--- src/rtl/pkt_axis_pkg.sv ---
package pkt_axis_pkg;
  // Width of a count that reaches n-1; at least one bit
  function automatic int cnt_w(input int n);
    return (n <= 1) ? 1 : $clog2(n);
  endfunction

  // TUSER carries the error bits plus any channel bits that do not fit in TID
  function automatic int user_w(input int chan_w, input int id_w, input int err_w);
    return err_w + ((chan_w > id_w) ? (chan_w - id_w) : 0);
  endfunction
endpackage

--- src/rtl/keep_mask_gen.sv ---
module keep_mask_gen #(
  parameter int DATA_BYTES = 8,
  parameter int EMPTY_W    = 3
) (
  input  logic                  last_i,
  input  logic [EMPTY_W-1:0]    empty_i,
  output logic [DATA_BYTES-1:0] keep_o
);
  localparam logic [EMPTY_W:0]   BYTES_X = (EMPTY_W+1)'(DATA_BYTES);
  localparam logic [EMPTY_W-1:0] MAX_EMPTY = EMPTY_W'(DATA_BYTES - 1);

  logic [EMPTY_W-1:0] lim;

  // saturate so lane 0 always survives
  always_comb begin
    if ({1'b0, empty_i} >= BYTES_X) lim = MAX_EMPTY;
    else                            lim = empty_i;
  end

  for (genvar g = 0; g < DATA_BYTES; g++) begin : g_lane
    localparam logic [EMPTY_W-1:0] LANE_MAX_EMPTY = EMPTY_W'(DATA_BYTES - 1 - g);
    assign keep_o[g] = ~last_i | (lim <= LANE_MAX_EMPTY);
  end
endmodule

--- src/rtl/sideband_map.sv ---
module sideband_map #(
  parameter int CHAN_W = 6,
  parameter int ID_W   = 4,
  parameter int ERR_W  = 2,
  parameter int USER_W = 4
) (
  input  logic [CHAN_W-1:0] chan_i,
  input  logic [ERR_W-1:0]  err_i,
  output logic [ID_W-1:0]   tid_o,
  output logic [USER_W-1:0] tuser_o
);
  if (CHAN_W > ID_W) begin : g_spill
    assign tid_o   = chan_i[ID_W-1:0];
    assign tuser_o = {chan_i[CHAN_W-1:ID_W], err_i};
  end else begin : g_fit
    assign tid_o   = ID_W'(chan_i);
    assign tuser_o = err_i;
  end
endmodule

--- src/rtl/sop_tracker.sv ---
module sop_tracker (
  input  logic clk_i,
  input  logic rst_ni,
  input  logic fire_i,
  input  logic sop_i,
  input  logic eop_i,
  output logic sop_err_o
);
  logic expect_start_q;

  always_ff @(posedge clk_i or negedge rst_ni) begin
    if (!rst_ni) begin
      expect_start_q <= 1'b1;
      sop_err_o      <= 1'b0;
    end else if (fire_i) begin
      expect_start_q <= eop_i;
      if (sop_i != expect_start_q) sop_err_o <= 1'b1;
    end
  end
endmodule

--- src/rtl/pkt_axis_bridge.sv ---
module pkt_axis_bridge
  import pkt_axis_pkg::*;
#(
  parameter int DATA_BYTES = 8,
  parameter int CHAN_W     = 6,
  parameter int ID_W       = 4,
  parameter int ERR_W      = 2,
  localparam int DATA_W    = DATA_BYTES * 8,
  localparam int EMPTY_W   = cnt_w(DATA_BYTES),
  localparam int USER_W    = user_w(CHAN_W, ID_W, ERR_W)
) (
  input  logic                  clk_i,
  input  logic                  rst_ni,
  input  logic                  src_valid_i,
  output logic                  src_ready_o,
  input  logic [DATA_W-1:0]     src_data_i,
  input  logic                  src_sop_i,
  input  logic                  src_eop_i,
  input  logic [EMPTY_W-1:0]    src_empty_i,
  input  logic [CHAN_W-1:0]     src_chan_i,
  input  logic [ERR_W-1:0]      src_err_i,
  output logic                  m_tvalid_o,
  input  logic                  m_tready_i,
  output logic [DATA_W-1:0]     m_tdata_o,
  output logic [DATA_BYTES-1:0] m_tkeep_o,
  output logic [DATA_BYTES-1:0] m_tstrb_o,
  output logic                  m_tlast_o,
  output logic [ID_W-1:0]       m_tid_o,
  output logic [USER_W-1:0]     m_tuser_o,
  output logic                  sop_err_o
);
  logic [DATA_BYTES-1:0] keep;

  assign m_tvalid_o  = src_valid_i;
  assign src_ready_o = m_tready_i;
  assign m_tdata_o   = src_data_i;
  assign m_tlast_o   = src_eop_i;
  assign m_tkeep_o   = keep;
  assign m_tstrb_o   = keep;

  keep_mask_gen #(
    .DATA_BYTES(DATA_BYTES),
    .EMPTY_W   (EMPTY_W)
  ) u_keep (
    .last_i (src_eop_i),
    .empty_i(src_empty_i),
    .keep_o (keep)
  );

  sideband_map #(
    .CHAN_W(CHAN_W),
    .ID_W  (ID_W),
    .ERR_W (ERR_W),
    .USER_W(USER_W)
  ) u_side (
    .chan_i (src_chan_i),
    .err_i  (src_err_i),
    .tid_o  (m_tid_o),
    .tuser_o(m_tuser_o)
  );

  sop_tracker u_sop (
    .clk_i    (clk_i),
    .rst_ni   (rst_ni),
    .fire_i   (src_valid_i & m_tready_i),
    .sop_i    (src_sop_i),
    .eop_i    (src_eop_i),
    .sop_err_o(sop_err_o)
  );
endmodule

--- config.mk ---
export PLATFORM = sky130hd
export DESIGN_NAME = pkt_axis_bridge
export DESIGN_NICKNAME = d
export VERILOG_FILES = /design/src/rtl/pkt_axis_pkg.sv /design/src/rtl/keep_mask_gen.sv /design/src/rtl/sideband_map.sv /design/src/rtl/sop_tracker.sv /design/src/rtl/pkt_axis_bridge.sv
export SDC_FILE = /design/constraint.sdc
export NUM_CORES = 1
export LEC_CHECK = 0
export ABC_AREA = 0
export BUFFER_PORTS_ARGS = -buffer_cell sky130_fd_sc_hd__buf_4
export CORE_AREA = 2 2 68 70
export CTS_BUF_LIST = sky130_fd_sc_hd__clkbuf_16
export CTS_CLUSTER_SIZE = 12
export DETAILED_ROUTE_END_ITERATION = 8
export DIE_AREA = 0 0 70 72
export PLACE_DENSITY_LB_ADDON = 0.12
export SYNTH_ARGS = -nofsm -noshare
export SYNTH_HDL_FRONTEND = slang
export SYNTH_SLANG_ARGS = --single-unit
export TNS_END_PERCENT = 20
--- constraint.sdc ---
create_clock -name clk_i -period 1.5 [get_ports clk_i]
set_input_delay 0.15 -clock clk_i [delete_from_list [all_inputs] [get_ports clk_i]]
set_output_delay 0.15 -clock clk_i [all_outputs]
set_load 0.1 [all_outputs]
After elaboration in Yosys (flattened, before gate mapping)
Cells that the tools add are included.
{ "totals": {"ff_bits": 2, "input_bits": 81, "output_inout_bits": 92, "word_cells": 22} }
{ "classes": {"eq_ne": 1, "n_reduce_logical": 1, "n_bitwise": 10, "magnitude_cmp": 8} }
{ "op_table": {"columns": ["cell", "count"], "rows": [
  ["$le 3x3->1 const B", 4],
  ["$or 1x1->1", 8],
  ["$le 3x1->1 const B", 2],
  ["$le 3x2->1 const B", 2],
  ["$reduce_and 2->1", 1],
  ["$and 1x1->1", 1],
  ["$ne 1x1->1", 1],
  ["$not 1->1", 1]
]} }

Longest topological paths before layout
{ "logic_depth": {"word_depth": 2, "depth_mapped": 3, "depth_no_buf": 2} }

Modules after synthesis
A second synthesis with hierarchy kept.
{ "unflattened": {"cells_unflattened": 99, "hier_area_um2": 772.0} }
{ "by_module_without_submodules": {"columns": ["module", "cells_each", "n_inst", "area_per_inst_um2"], "rows": [
  ["pkt_axis_bridge", 76, 1, 569.3],
  ["sop_tracker", 5, 1, 78.8],
  ["keep_mask_gen", 10, 1, 63.8],
  ["sideband_map", 8, 1, 60.1]
]} }

Worst setup path before layout
No wires, ideal clock.
{ "synth_timing": {"kind": "in2out", "start": "input port src_empty_i[2]", "end": "output port m_tstrb_o[7]", "stages": 2, "required_ps": 1350, "arrival_ps": 3056, "path_slack_ps": -1706, "path_cell_list": "o31ai_1 buf_4"} }
{ "synth_between": {"elab_chain_cells": 2} }
{ "synth_lines": {"columns": ["element", "line", "rtl"], "rows": [
  ["start, declared", "pkt_axis_bridge.sv:19", "input logic [EMPTY_W-1:0] src_empty_i,"],
  ["$le 3x1->1", "keep_mask_gen.sv:22", "assign keep_o[g] = ~last_i | (lim <= LANE_MAX_EMPTY);"],
  ["$or 1x1->1", "keep_mask_gen.sv:22", null],
  ["end, declared", "pkt_axis_bridge.sv:26", "output logic [DATA_BYTES-1:0] m_tstrb_o,"]
]} }
No other way between the ends.

Final worst setup path
Ends and elaborated chain as after synthesis.

==> flow_metrics.py <==
metrics = {
    "sta": {
        "hold_ws_ns": 0.220,
        "finalClockSkew_ns": 0.00484,
        "min_period_ns": 1.07,
        "hold_viol_final": 0,
        "fin_crit_sh_pct": 71.4,
        "drv_slew": 0,
        "fmaxAchievable_mhz": 933,
        "rsz0062_at_grt": "false",
        "final.setup.worst_slack_ns": 0.429,
        "setup_viol": 0,
    },
    "yosys": {
        "synth_top_family_by_area": "buffers and inverters",
        "syn_inst": 99,
        "synth_cell_type_count": 13,
        "muxShareOfSynthArea_pct": 1.48,
        "ys_ff_latch": 2,
        "synth_compound_area_share_pct": 4.27,
        "yosysWarnings": 0,
        "synth_area_per_cell_um2": 7.70,
        "synth_xor_xnor_area_share_pct": 1.15,
        "synth-adder-area-share_pct": 0,
        "synth.yosys.seq_area_share_pct": 6.73,
        "synth.cell_area_um2": 762,
        "yosys.area_share.simple_pct": 3.12,
    },
    "worst_setup_path": {
        "end_kind": "primary output",
        "worst_ep_arrival_time_ns": 0.92,
        "crit_type": "in2out",
        "critPathLaunchType": "primary input",
        "critPathLaunch": "src_empty_i[2]",
        "reg2reg_to": "u_sop.sop_err_o$_DFFE_PN0P_",
        "cp.required_ns": 1.35,
        "worstRegToRegCells": 2,
        "rrSetupSlack_ns": 0.68,
        "r2r_start": "u_sop.expect_start_q$_DFFE_PN1P_",
        "cp_max_fo": 7,
    },
    "cells_and_area": {
        "final_util_pct": 11.7,
        "nNetsFinal": 129,
        "area_delta_synth_final_pct": -34.3,
        "drive_above_1_share_pct": 68.1,
        "n_antenna_cell": 0,
        "fill_cells": 494,
        "layoutNonFillerInstCount": 99,
    },
    "cts": {
        "cts_tree": "built",
        "clkTransAtPathRegs_ns": 0.03,
        "clockBufferDepth": 2,
        "cts_inserted_buffers": 3,
        "numClockSinks": 2,
        "post_cts_buffers": 0,
        "htreeDepth": 1,
        "clock_latency_ns": 0.22,
        "cts_root_buffer": "clkbuf_16",
    },
    "hold_path": {
        "hold_depth": 3,
        "hp-class": "in2reg",
        "min_from": "src_sop_i",
        "whs_endpoint": "u_sop.sop_err_o$_DFFE_PN0P_",
    },
    "floorplanning": {
        "rows": 24,
        "die_x_um": 70,
        "start_util_pct": 17.9,
        "die_h_um": 72,
        "boundaryPins": 173,
        "fp.coreArea_um2": 4260,
        "die-area_um2": 5040,
    },
    "detailed_routing": {
        "routedWlPerCell_um": 13.3,
        "drc_errors": 0,
        "viasPerCell": 3.55,
        "detail-route-antenna-nets": 0,
        "via_count": 351,
        "firstDrtPassIters": 2,
        "drt-total-wl_um": 1320,
        "drt_iter0_markers": 3,
    },
    "job": {
        "max_cap_viol_count": 0,
    },
    "global_route": {
        "grtUsageTotal_pct": 4.85,
        "grt_max_degree": 10,
        "antenna_found_initial": 0,
        "gr-total-overflow": 0,
        "grt_pass1_vias": 349,
        "grt_pass1_wl_um": 1900,
    },
    "placement": {
        "post-dp-hpwl_um": 1110,
        "place.gp.congestion": 0.637,
        "dp.cells": 94,
        "dp_slack_ns": 0.442,
        "port_buffers": 26,
    },
    "power": {
        "cellPowerDensity_nw_per_um2": 1520,
        "vdd_drop_max_mv": 0.787,
        "power_uw": 762,
        "p_leak_nw": 0.216,
    },
    "status": {
        "outcome": "finished clean",
    },
}
-- cells in the mapped netlist --
cell	count	area share (%)
xnor2_1	1	1.1
dfrtp_1	1	3.3
o21bai_1	1	0.99
nand3_1	2	1.3
o31ai_1	1	0.99
mux2_1	1	1.5
o211ai_1	1	0.99
dfstp_2	1	3.4
o21ai_0	2	1.3
buf_4	84	83
conb_1	1	0.49
nand2_1	2	0.99
and2_1	1	0.82
-- flip-flops by register name, indices dropped and copies added, names as in the netlist --
| register | flops |
|---|---|
| u_sop.sop_err_o | 1 |
| u_sop.expect_start_q | 1 |
-- power breakdown --
part | switching (mW) | internal (mW)
Sequential | 0.00272 | 0.0615
Combinational | 0.233 | 0.0565
Clock | 0.0652 | 0.343
Total | 0.301 | 0.461
-- worst max-delay path: stages --
cell and delay, ns:
buf_4 0.14, o31ai_2 0.28, buf_4 0.34
-- kinds of logic after synthesis --
kind of cell	count (synthesis)
multiplexers	1
XOR/XNOR	1
AO/OA/AOI/OAI	5
other	1
AND/OR/NAND/NOR	5
buffers and inverters	84
flip-flops	2
-- repair_timing --
action / in CTS / in global routing
gates resized for setup: 0 / 0
hold buffers: 1 / 0
endpoints found under the hold margin: 2 / 0
-- cell usage in the layout (no fill, tap or decap) --
| cell type | synthesis | layout |
|---|---|---|
| inv_1 | 0 | 1 |
| o31ai_2 | 0 | 1 |
| and2_1 | 1 | 1 |
| xnor2_1 | 1 | 1 |
| o21bai_1 | 1 | 1 |
| dfrtp_1 | 1 | 1 |
| buf_4 | 84 | 26 |
| conb_1 | 1 | 2 |
| nand3_1 | 2 | 2 |
| o211ai_1 | 1 | 1 |
| o21ai_1 | 0 | 1 |
| dlygate4sd3_1 | 0 | 1 |
| mux2_1 | 1 | 1 |
| nand2_1 | 2 | 2 |
| o21ai_4 | 0 | 1 |
| clkbuf_16 | 0 | 3 |
| dfstp_2 | 1 | 1 |
-- final cells by class --
type / count / area, um^2 / area share (%)
Timing Repair Buffer: 27 / 205 / 41.0
Multi-Input combinational cell: 14 / 100 / 20.0
Sequential cell: 2 / 51.3 / 10.3
Tap cell: 52 / 65.1 / 13.0
Clock buffer: 3 / 75.1 / 15.0
Clock inverter: 1 / 3.75 / 0.750
-- per-layer routing --
layer	share of wire, %	global-route usage [%]	vias to the layer above
li1	-	-	117
met1	21	2.93	144
met2	41	6.88	60
met3	22	3.33	30
met4	15	8.97	0
met5	0	0	-
-- worst max-delay path by stage --
stage	end	slack [ns]	cells after the start
after floorplan	m_tstrb_o[3]	-0.82	2
after global placement	m_tkeep_o[5]	0.45	4
after detailed placement	m_tstrb_o[7]	0.44	3
after CTS	m_tstrb_o[7]	0.44	3
after global routing	m_tstrb_o[7]	0.39	3
final	m_tstrb_o[7]	0.43	3
-- metrics by stage --
stage	area [um^2]	setup TNS (ns)
global route	500	0
detailed placement	412	0
floorplan	782	-3.36
CTS	500	0
finish	500	0
global placement	412	0
No activity file was read; power rests on OpenSTA's default activity.
